File: src/rtl/rxpkt_pkg.sv
package rxpkt_pkg;

    typedef enum logic [2:0] {
        ST_OFF,
        ST_WAIT_LINE,
        ST_WAIT_SYNC,
        ST_RECV,
        ST_FLUSH,
        ST_COUNT,
        ST_DONE
    } rx_state_t;

    typedef enum logic [1:0] {
        WK_NONE,
        WK_FULL,
        WK_PART,
        WK_COUNT
    } wr_kind_t;

endpackage

File: src/rtl/rxpkt_shift.sv
module rxpkt_shift #(
    parameter int W     = 16,
    parameter int CNT_W = 6
) (
    input  logic             clk,
    input  logic             rst_n,
    input  logic             clr,
    input  logic             en,
    input  logic             bit_in,
    input  logic             valid,
    output logic             word_done,
    output logic [W-1:0]     full_word,
    output logic [W-1:0]     part_word,
    output logic             has_partial,
    output logic [CNT_W-1:0] total_bits
);
    localparam int BIT_W = $clog2(W);
    localparam logic [BIT_W-1:0] LAST_BIT = BIT_W'(W - 1);

    logic [W-1:0]     sh_q;
    logic [BIT_W-1:0] cnt_q;
    logic             take;

    assign take        = en && valid;
    assign full_word   = {sh_q[W-2:0], bit_in};
    assign word_done   = take && (cnt_q == LAST_BIT);
    assign part_word   = sh_q;
    assign has_partial = (cnt_q != '0);

    always_ff @(posedge clk or negedge rst_n) begin
        if (!rst_n) begin
            sh_q       <= '0;
            cnt_q      <= '0;
            total_bits <= '0;
        end else if (clr) begin
            sh_q       <= '0;
            cnt_q      <= '0;
            total_bits <= '0;
        end else if (take) begin
            if (word_done) begin
                sh_q  <= '0;
                cnt_q <= '0;
            end else begin
                sh_q  <= full_word;
                cnt_q <= cnt_q + 1'b1;
            end
            if (total_bits != '1) total_bits <= total_bits + 1'b1;
        end
    end

    // nothing moves without a valid bit
    assert_shift_needs_valid_R2: assert property (@(posedge clk) disable iff (!rst_n)
        (!take && !clr) |=> ($stable(cnt_q) && $stable(sh_q)));

endmodule

File: src/rtl/rxpkt_buf.sv
module rxpkt_buf #(
    parameter int W      = 16,
    parameter int ADDR_W = 4
) (
    input  logic                     clk,
    input  logic                     rst_n,
    input  logic                     we,
    input  logic [ADDR_W-1:0]        waddr,
    input  logic [W-1:0]             wdata,
    input  logic [ADDR_W-1:0]        raddr,
    input  logic [$clog2(W)-1:0]     rbit,
    output logic [W-1:0]             rword,
    output logic                     rbit_q
);
    localparam int DEPTH = 1 << ADDR_W;

    logic [W-1:0] mem [DEPTH];

    always_ff @(posedge clk or negedge rst_n) begin
        if (!rst_n) begin
            for (int i = 0; i < DEPTH; i++) mem[i] <= '0;
        end else if (we) begin
            mem[waddr] <= wdata;
        end
    end

    assign rword  = mem[raddr];
    assign rbit_q = rword[rbit];

endmodule

File: src/rtl/rxpkt_fsm.sv
module rxpkt_fsm
    import rxpkt_pkg::*;
#(
    parameter int ADDR_W     = 4,
    parameter int CNT_W      = 6,
    parameter int SHORT_BITS = 24
) (
    input  logic              clk,
    input  logic              rst_n,
    input  logic              run,
    input  logic              mode,
    input  logic [ADDR_W-1:0] start_addr,
    input  logic              line_eop,
    input  logic              line_idle,
    input  logic              sync_found,
    input  logic              word_done,
    input  logic              has_partial,
    input  logic [CNT_W-1:0]  total_bits,
    input  logic              crc5_match,
    input  logic              crc16_match,
    output logic              shift_en,
    output logic              shift_clr,
    output logic              destuff_en,
    output logic              crc_clear,
    output wr_kind_t          wr_kind,
    output logic [ADDR_W-1:0] wr_addr,
    output logic [ADDR_W-1:0] word_cnt,
    output logic              flag_stored,
    output logic              flag_crc_good,
    output logic              flag_overrun
);
    localparam logic [ADDR_W-1:0] LAST_SLOT = '1;
    localparam logic [ADDR_W-1:0] LAST_DATA = LAST_SLOT - 1'b1;
    localparam logic [CNT_W-1:0]  SHORT_LIM = CNT_W'(SHORT_BITS);

    rx_state_t         state_q, state_d;
    logic [ADDR_W-1:0] ptr_q;
    logic              data_wr;

    // state register
    always_ff @(posedge clk or negedge rst_n) begin
        if (!rst_n) state_q <= ST_OFF;
        else        state_q <= state_d;
    end

    // next state
    always_comb begin
        state_d = state_q;
        if (!run) begin
            state_d = ST_OFF;
        end else begin
            unique case (state_q)
                ST_OFF:       state_d = ST_WAIT_LINE;
                ST_WAIT_LINE: if (line_eop || line_idle) state_d = ST_WAIT_SYNC;
                ST_WAIT_SYNC: if (sync_found) state_d = ST_RECV;
                ST_RECV:      if (line_eop) state_d = ST_FLUSH;
                ST_FLUSH:     state_d = ST_COUNT;
                ST_COUNT:     state_d = ST_DONE;
                ST_DONE:      state_d = ST_DONE;
                default:      state_d = ST_OFF;
            endcase
        end
    end

    // outputs
    always_comb begin
        shift_en   = 1'b0;
        shift_clr  = 1'b0;
        destuff_en = 1'b0;
        crc_clear  = 1'b0;
        wr_kind    = WK_NONE;
        unique case (state_q)
            ST_OFF: begin
                shift_clr = 1'b1;
                crc_clear = 1'b1;
            end
            ST_WAIT_LINE, ST_WAIT_SYNC, ST_DONE: ;
            ST_RECV: begin
                destuff_en = 1'b1;
                shift_en   = run && !line_eop;
                if (run && word_done && (ptr_q != LAST_SLOT)) wr_kind = WK_FULL;
            end
            ST_FLUSH: begin
                if (run && has_partial && (ptr_q != LAST_SLOT)) wr_kind = WK_PART;
            end
            ST_COUNT: begin
                if (run) wr_kind = WK_COUNT;
            end
            default: ;
        endcase
    end

    assign data_wr = (wr_kind == WK_FULL) || (wr_kind == WK_PART);
    assign wr_addr = (wr_kind == WK_COUNT) ? LAST_SLOT : ptr_q;

    // pointer, count and flags
    always_ff @(posedge clk or negedge rst_n) begin
        if (!rst_n) begin
            ptr_q         <= '0;
            word_cnt      <= '0;
            flag_stored   <= 1'b0;
            flag_crc_good <= 1'b0;
            flag_overrun  <= 1'b0;
        end else begin
            if (state_q == ST_OFF) begin
                ptr_q    <= mode ? start_addr : '0;
                word_cnt <= '0;
            end else if (data_wr) begin
                ptr_q    <= ptr_q + 1'b1;
                word_cnt <= word_cnt + 1'b1;
            end
            if (!run) begin
                flag_stored   <= 1'b0;
                flag_crc_good <= 1'b0;
                flag_overrun  <= 1'b0;
            end else begin
                if (data_wr) begin
                    flag_stored <= 1'b1;
                    if (ptr_q == LAST_DATA) flag_overrun <= 1'b1;
                end
                if (state_q == ST_COUNT)
                    flag_crc_good <= (total_bits <= SHORT_LIM) ? crc5_match : crc16_match;
            end
        end
    end

    // reserved slot never takes data
    assert_reserved_slot_R6: assert property (@(posedge clk) disable iff (!rst_n)
        data_wr |-> (wr_addr != LAST_SLOT));

    // count always goes to the top slot
    assert_count_slot_R5: assert property (@(posedge clk) disable iff (!rst_n)
        (wr_kind == WK_COUNT) |-> (wr_addr == LAST_SLOT));

    // overrun rises only after a data write to the last data slot
    assert_overrun_cause_R6: assert property (@(posedge clk) disable iff (!rst_n)
        $rose(flag_overrun) |-> $past(data_wr && (wr_addr == LAST_DATA)));

    // reception opens only after a sync indication
    assert_sync_gate_R1: assert property (@(posedge clk) disable iff (!rst_n)
        $rose(destuff_en) |-> $past(sync_found && run));

    // flags fall only after run was low
    assert_flags_hold_R9: assert property (@(posedge clk) disable iff (!rst_n)
        ($fell(flag_stored) || $fell(flag_crc_good) || $fell(flag_overrun)) |-> !$past(run));

    // stored flag rises only with a data write
    assert_stored_cause_R8: assert property (@(posedge clk) disable iff (!rst_n)
        $rose(flag_stored) |-> $past(data_wr));

endmodule

File: src/rtl/rxpkt_ctrl.sv
module rxpkt_ctrl
    import rxpkt_pkg::*;
#(
    parameter int W          = 16,
    parameter int ADDR_W     = 4,
    parameter int CNT_W      = 6,
    parameter int SHORT_BITS = 24,
    parameter int BIT_W      = $clog2(W),
    parameter int SEL_W      = ADDR_W + BIT_W
) (
    input  logic              clk,
    input  logic              rst_n,
    input  logic              run,
    input  logic              mode,
    input  logic [ADDR_W-1:0] start_addr,
    input  logic              line_eop,
    input  logic              line_idle,
    input  logic              sync_found,
    input  logic              rx_bit,
    input  logic              rx_valid,
    input  logic              crc5_match,
    input  logic              crc16_match,
    input  logic [SEL_W-1:0]  sel,
    output logic              destuff_en,
    output logic              crc_clear,
    output logic [W-1:0]      rd_word,
    output logic              rd_bit,
    output logic              flag_stored,
    output logic              flag_crc_good,
    output logic              flag_overrun
);
    logic              shift_en, shift_clr, word_done, has_partial;
    logic [W-1:0]      full_word, part_word, wr_data;
    logic [CNT_W-1:0]  total_bits;
    wr_kind_t          wr_kind;
    logic [ADDR_W-1:0] wr_addr, word_cnt;
    logic              wr_en;

    rxpkt_shift #(.W(W), .CNT_W(CNT_W)) u_shift (
        .clk         (clk),
        .rst_n       (rst_n),
        .clr         (shift_clr),
        .en          (shift_en),
        .bit_in      (rx_bit),
        .valid       (rx_valid),
        .word_done   (word_done),
        .full_word   (full_word),
        .part_word   (part_word),
        .has_partial (has_partial),
        .total_bits  (total_bits)
    );

    rxpkt_fsm #(.ADDR_W(ADDR_W), .CNT_W(CNT_W), .SHORT_BITS(SHORT_BITS)) u_fsm (
        .clk           (clk),
        .rst_n         (rst_n),
        .run           (run),
        .mode          (mode),
        .start_addr    (start_addr),
        .line_eop      (line_eop),
        .line_idle     (line_idle),
        .sync_found    (sync_found),
        .word_done     (word_done),
        .has_partial   (has_partial),
        .total_bits    (total_bits),
        .crc5_match    (crc5_match),
        .crc16_match   (crc16_match),
        .shift_en      (shift_en),
        .shift_clr     (shift_clr),
        .destuff_en    (destuff_en),
        .crc_clear     (crc_clear),
        .wr_kind       (wr_kind),
        .wr_addr       (wr_addr),
        .word_cnt      (word_cnt),
        .flag_stored   (flag_stored),
        .flag_crc_good (flag_crc_good),
        .flag_overrun  (flag_overrun)
    );

    always_comb begin
        unique case (wr_kind)
            WK_FULL:  wr_data = full_word;
            WK_PART:  wr_data = part_word;
            WK_COUNT: wr_data = {{(W-ADDR_W){1'b0}}, word_cnt};
            default:  wr_data = '0;
        endcase
    end

    assign wr_en = (wr_kind != WK_NONE);

    rxpkt_buf #(.W(W), .ADDR_W(ADDR_W)) u_buf (
        .clk    (clk),
        .rst_n  (rst_n),
        .we     (wr_en),
        .waddr  (wr_addr),
        .wdata  (wr_data),
        .raddr  (sel[SEL_W-1:BIT_W]),
        .rbit   (sel[BIT_W-1:0]),
        .rword  (rd_word),
        .rbit_q (rd_bit)
    );

    // a partial word never carries bits above the received count
    assert_partial_aligned_R4: assert property (@(posedge clk) disable iff (!rst_n)
        (wr_kind == WK_PART) |-> (wr_data[W-1] == 1'b0));

endmodule

File: config.mk
export PLATFORM = sky130hd
export DESIGN_NAME = rxpkt_ctrl
export DESIGN_NICKNAME = d
export VERILOG_FILES = /design/src/rtl/rxpkt_pkg.sv /design/src/rtl/rxpkt_shift.sv /design/src/rtl/rxpkt_buf.sv /design/src/rtl/rxpkt_fsm.sv /design/src/rtl/rxpkt_ctrl.sv
export SDC_FILE = /design/constraint.sdc
export NUM_CORES = 1
export LEC_CHECK = 0
export CELL_PAD_IN_SITES_DETAIL_PLACEMENT = 1
export CELL_PAD_IN_SITES_GLOBAL_PLACEMENT = 2
export CORE_UTILIZATION = 35
export DETAILED_ROUTE_END_ITERATION = 16
export PLACE_DENSITY_LB_ADDON = 0.2
export SLEW_MARGIN = 10
export SYNTH_ARGS = -nofsm -noshare
export SYNTH_HDL_FRONTEND = slang
export SYNTH_HIERARCHICAL = 1
export SYNTH_SLANG_ARGS = --single-unit
File: constraint.sdc
create_clock -name clk -period 4 [get_ports clk]
set_input_delay 0.6 -clock clk [delete_from_list [all_inputs] [get_ports clk]]
set_output_delay 0.6 -clock clk [all_outputs]
set_load 0.02 [all_outputs]
After elaboration in Yosys (flattened, before gate mapping). Index checks and enable logic that the tools add are counted.

Bits in registers: 296. Input bits: 23. Output and inout port bits: 22.

$add $sub $neg: 4. Order comparisons: 5. Equal/unequal tests: 19. Mux-type cells: 44. Bitwise gates (word level): 2. Reduce and logical (&&, ||, !) cells: 21.

Operators with widths (count): bitwise mux 256 bit (1); two-way mux 16 bit (6); binary-select mux 16 bit (select 4 bit) (1); demux 16 bit (select 4 bit) (1); case mux 16 bit (3 select lines) (1); two-way mux 4 bit (9); two-way mux 6 bit (3); case mux 3 bit (6 select lines) (1); two-way mux 1 bit (13); adder 4 x 1 -> 4 bit (second input constant) (3); two-way mux 3 bit (4); >= comparator 5 bit (second input constant) (2); inverter 4 -> 5 bit (2); == test 3 bit (second input constant) (3); == test 4 bit (second input constant) (2); logical AND 1 bit (8); nonzero test 2 bit (4); adder 6 x 1 -> 6 bit (second input constant) (1); == test 3 x 2 -> 1 bit (second input constant) (2); <= comparator 6 x 5 -> 1 bit (second input constant) (1); != test 2 x 1 -> 1 bit (second input constant) (3); != test 3 bit (second input constant) (2); != test 6 bit (second input constant) (1); case mux 2 bit (3 select lines) (1); 16 further kinds (20).

Depth between registers and ports, before layout.
Word-level depth: 17. Gate-level depth with buffers: 14. Depth with buffers taken out: 11.

By module. The synthesis kept the hierarchy.

Modules (own cells, without submodules): rxpkt_buf (instances 1, cells each 727, area an instance 11574.9 um^2, sequential area each 6406.1 um^2); rxpkt_shift (instances 1, cells each 112, area an instance 1297.5 um^2, sequential area each 650.6 um^2); rxpkt_fsm (instances 1, cells each 90, area an instance 828.3 um^2, sequential area each 350.3 um^2); rxpkt_ctrl (instances 1, cells each 26, area an instance 252.7 um^2, sequential area each 0.0 um^2).

Least setup slack after synthesis. OpenSTA, ideal clock, no wires.

Path kind: reg-to-reg. Start: register u_fsm.state_q[2]. End: register u_buf/mem[10] in the netlist's numbering. Library setup time: 125 ps. Arrival time: 3911 ps. Required time: 3875 ps. Setup slack: -36 ps. Stages on the path, launching flop included: 15. Period minus slack after synthesis: 4036 ps. Cell sequence: dfrtp_1 > clkbuf_1 > and3b_1 > and3b_1 > nand2_2 > nor2_1 > nand4_1 > a21boi_0 > ha_1 > or2_2 > clkbuf_1 > nand2_1 > nor2_1 > clkbuf_1 > mux2_2.

Cells in the longest elaborated chain, start to end: 16. Elaborated cells on any way between the ends: 23.

RTL lines: start, declared (RTL line rxpkt_fsm.sv:36) `rx_state_t state_q, state_d;`; start signal, assigned (RTL line rxpkt_fsm.sv:43) `else state_q <= state_d;`; == test 3 x 2 -> 1 bit (*) (RTL line rxpkt_fsm.sv:72) `unique case (state_q)`; two-way mux 1 bit (*) (RTL line rxpkt_fsm.sv:72); named net shift_en (RTL line rxpkt_ctrl.sv:32) `logic shift_en, shift_clr, word_done, has_partial;`; logical AND 1 bit (*) (RTL line rxpkt_shift.sv:24) `assign take = en && valid;`; logical AND 1 bit (*) (RTL line rxpkt_shift.sv:26) `assign word_done = take && (cnt_q == LAST_BIT);`; named net word_done (RTL line rxpkt_ctrl.sv:32); logical AND 1 bit (*) (2 in series) (RTL line rxpkt_fsm.sv:81) `if (run && word_done && (ptr_q != LAST_SLOT)) wr_kind = WK_FULL;`; two-way mux 1 bit (*) (RTL line rxpkt_fsm.sv:81); [... 1 more ...]; named net wr_kind[0] (RTL line rxpkt_ctrl.sv:35) `wr_kind_t wr_kind;`; [... 1 more ...]; two-way mux 4 bit (*) (RTL line rxpkt_fsm.sv:94) `assign wr_addr = (wr_kind == WK_COUNT) ? LAST_SLOT : ptr_q;`; named net wr_addr[1] (RTL line rxpkt_ctrl.sv:36) `logic [ADDR_W-1:0] wr_addr, word_cnt;`; inverter 4 -> 5 bit (not written as such) (*) (RTL line rxpkt_buf.sv:23) `mem[waddr] <= wdata;`; >= comparator 5 bit (not written as such) or less-than comparator 5 x 1 -> 1 bit (tied branches) (RTL line rxpkt_buf.sv:23); logical AND 1 bit (not written as such) (RTL line rxpkt_buf.sv:23); two-way mux 16 bit (not written as such) (RTL line rxpkt_buf.sv:23); demux 16 bit (select 4 bit) (*) (RTL line rxpkt_buf.sv:23); bitwise mux 256 bit (*) (RTL line rxpkt_buf.sv:23); end signal, assigned by index (RTL line rxpkt_buf.sv:23); end, declared (RTL line rxpkt_buf.sv:17) `logic [W-1:0] mem [DEPTH];`.

Mark *: on every way through the listed nets, which the timed path passes. The rest lies on a longest branch. A chain may end at the register's enable or synchronous reset.

Final worst setup path.
Start: input sel[7]. End: output rd_bit.

Cells in the longest elaborated chain, start to end: 6.

RTL lines: start, declared (RTL line rxpkt_ctrl.sv:23) `input logic [SEL_W-1:0] sel,`; inverter 4 -> 5 bit (not written as such) (RTL line rxpkt_buf.sv:27) `assign rword = mem[raddr];`; binary-select mux 16 bit (select 4 bit) (RTL line rxpkt_buf.sv:27); two-way mux 16 bit (not written as such) (2 in series) (RTL line rxpkt_buf.sv:27); binary-select mux 1 bit (select 4 bit) (RTL line rxpkt_buf.sv:28) `assign rbit_q = rword[rbit];`; two-way mux 1 bit (not written as such) (RTL line rxpkt_buf.sv:28); end, declared (RTL line rxpkt_ctrl.sv:27) `output logic rd_bit,`.

Every way passes these cells. The select of a mux whose other input is x is not followed.

==> flow_summary.ini <==
[outcome]
status = completed

[logic_synthesis]
synth_ff_type = dfrtp_1
yosys-top-cells-count = dfrtp_1, mux2_2, mux4_2
synth_top_area_share_pct = 53.1
synth_edf_count = 0
yosysWarnings = 6
ys_seq_area_share_pct = 53.1
yosys.cell_count.top_type = dfrtp_1
synth_nets = 985
ys_seq_elements = 296
async_reset_ff_share_pct = 100
ys_types = 51
ys_top_cells_by_area = dfrtp_1, mux2_2, mux4_2
yosysTopAreaCell = dfrtp_1
syn_area_um2 = 14000
avgSynthCellArea_um2 = 14.6
syn_inst = 955

[cts]
post_cts_buffers = 0
cts-root-buf = clkbuf_16
clk_pin_slew_ps = 60
cts.path.max_buffers = 3
cts_tree = built
clk_latency_ps = 520
h-tree-depth = 2
clock-sinks = 296
ctsHoldBuffers = 0
cts_resized = 0
cts_made_buffers = 35

[critical_path]
crit_top_cell = clkdlybuf4s50_1
crit_type = input pin to output port
crit_slowest_cell = clkdlybuf4s50_1
crit_path_max_incr_delay_ps = 560
critPathTopFamily = buffers and inverters
path_cells = clkdlybuf4s50_1 > and2_1 > buf_4 > a22oi_1 > nand2_1 > mux4_2 > nand3_1 > nand4_1 > clkdlybuf4s50_1
required_ps = 3400
end_kind = output port
cp-start-kind = input pin
worstPathMaxFanout = 10
crit_buf_inv = 3
arrival_ps = 3250

[global_route]
grt_pass1_wl_um = 58600
grt_max_degree = 103
grt.overflow.total = 0
antenna_found_initial = 0
grt_pass1_vias = 9265
track_usage_pct = 19.1

[drt]
dr.pass1.iters = 4
wire_per_inst_um = 23.9
drtIter0Drc = 378
drc = 0
via_per_inst = 5.33
num_vias = 8288
drt-total-wl_um = 37200
ant_nets = 0

[pwr]
p_leak_uw = 0.00773
p_total_uw = 6530
p_per_area_nw_per_um2 = 397
vdd_drop_max_mv = 0.241

[sta]
max_freq_mhz = 260
tightest_slew_ps = 844
fin_tns_setup_ps = 0
hold_viol_final = 0
rsz0062_at_grt = false
period_needed_ps = 3850
setup_violations = 0
drv_slew = 0
holdWs_ps = 142
period_share_pct = 96.3
finClkSkew_ps = 7.24
slew_headroom_pct = 43.7

[final_layout]
nNetsFinal = 1043
finish.utilization_pct = 42.2
regArea_um2 = 7410
diodes = 0
fin_cells = 1556
layout-drive-gt1-share_pct = 47.0
syn2layout_area_growth_pct = 17.9
nFillCells = 3889
multi_input_area_um2 = 6060

[job]
drv_cap = 0

[die]
die_h_um = 202
dieWidth_um = 202
core.rowCount = 72
initial_core_util_pct = 35.8
die_area_um2 = 40700
io_pins = 45
core-area_um2 = 39000

[place]
hpwlAfterDp_um = 23400
port_buffers = 44
gp_congestion = 0.752
placedCellCount = 1494

[hold_path]
hp-class = input pin to asynchronous set/reset pin
path summary, 6_finish.rpt:
kind                                                    start                          endpoint  slack [ps]  depth (start not counted)
max in group asynchronous                               rst_n  u_shift/part_word[6]$_DFFE_PN0P_        2950                          2
min in group clk                u_fsm/flag_stored$_DFFE_PN0P_     u_fsm/flag_stored$_DFFE_PN0P_         480                          1
worst max-delay path                                   sel[7]                            rd_bit         150                          9
worst max register to register   u_fsm/state_q[2]$_DFFE_PN0P_        u_buf/mem[221]$_DFFE_PN0P_         570                         10
worst min register to register  u_fsm/flag_stored$_DFFE_PN0P_     u_fsm/flag_stored$_DFFE_PN0P_         480                          1
worst min-delay path                                    rst_n         u_buf/mem[52]$_DFFE_PN0P_         140                          1
cell type report:
class,count,share of cell area [%]
clock buffers,53,6.53
clock inverters,9,0.517
flip-flops and latches,296,45.0
multi-input cells,562,36.9
repair buffers,111,6.94
inverters,7,0.160
well taps,518,3.94
placed cells by master, fill, tap and decap left out, drive strengths merged, types with 2 or more instances in the layout:
cell | synthesis | final
nand2 | 30 | 30
or2 | 5 | 5
and3 | 2 | 2
clkbuf | 52 | 53
dfrtp | 296 | 296
mux2 | 263 | 263
nand3b | 6 | 6
o21a | 2 | 2
xnor2 | 3 | 3
a22oi | 33 | 33
nand4 | 5 | 5
xor2 | 5 | 5
a41oi | 2 | 2
nand2b | 7 | 7
a311o | 2 | 2
a22o | 33 | 33
o21ai | 9 | 9
and3b | 3 | 3
or3 | 4 | 4
nor3 | 2 | 2
nor3b | 3 | 3
inv | 7 | 8
a21oi | 6 | 6
nor2b | 9 | 9
and2 | 2 | 2
mux4 | 67 | 67
clkdlybuf4s50 | 0 | 41
nor2 | 24 | 24
nand3 | 16 | 16
clkinv | 0 | 7
a21boi | 2 | 2
ha | 7 | 7
buf | 38 | 70
mux2i | 2 | 2
registers in the layout, indices dropped and copies added (netlist names):
register / cells
u_fsm/word_cnt: 4
u_shift/cnt_q: 4
u_shift/part_word: 16
u_fsm/flag_crc_good: 1
u_fsm/flag_stored: 1
u_fsm/flag_overrun: 1
u_fsm/state_q: 3
u_shift/total_bits: 6
u_buf/mem: 256
u_fsm/ptr_q: 4
power breakdown:
group	total (uW)	switching [uW]	internal, uW
Combinational	314	198	115
Sequential	3020	17.0	3000
Clock	3190	1270	1920
Total	6530	1490	5040
through the flow:
| step | worst slack [ps] | instance area [um2] |
|---|---|---|
| finish | 148 | 16400 |
| global route | 24.8 | 16400 |
| CTS | 86.0 | 16400 |
| detailed placement | 82.4 | 15300 |
| global placement | 125 | 15300 |
| floorplan | 179 | 14000 |
cells by family after synthesis:
family / synth area share [%]
AOI/OAI and AO/OA: 5.25
adders and majority gates: 0.628
DFF: 53.1
xor gates and xnor gates: 0.502
muxes: 32.2
and+or+nand+nor: 4.70
buffers and inverters: 3.65
worst reg2reg max path: cells and delay by family (launching register included):
kind / cells / cell delay, ps
AND/OR/NAND/NOR: 6 / 1430
AO/OA/AOI/OAI: 2 / 960
flip-flops: 1 / 480
multiplexers: 1 / 300
buffers and inverters: 1 / 210
metal layers:
| layer | global-route usage (%) | wire length, um | vias to the layer above |
|---|---|---|---|
| met5 | 0 | 0 | - |
| met4 | 4.30 | 699 | 0 |
| met3 | 2.59 | 976 | 50 |
| met2 | 32.1 | 18300 | 93 |
| met1 | 26.2 | 17200 | 4486 |
| li1 | - | - | 3659 |
(Power assumes the default switching activity.)
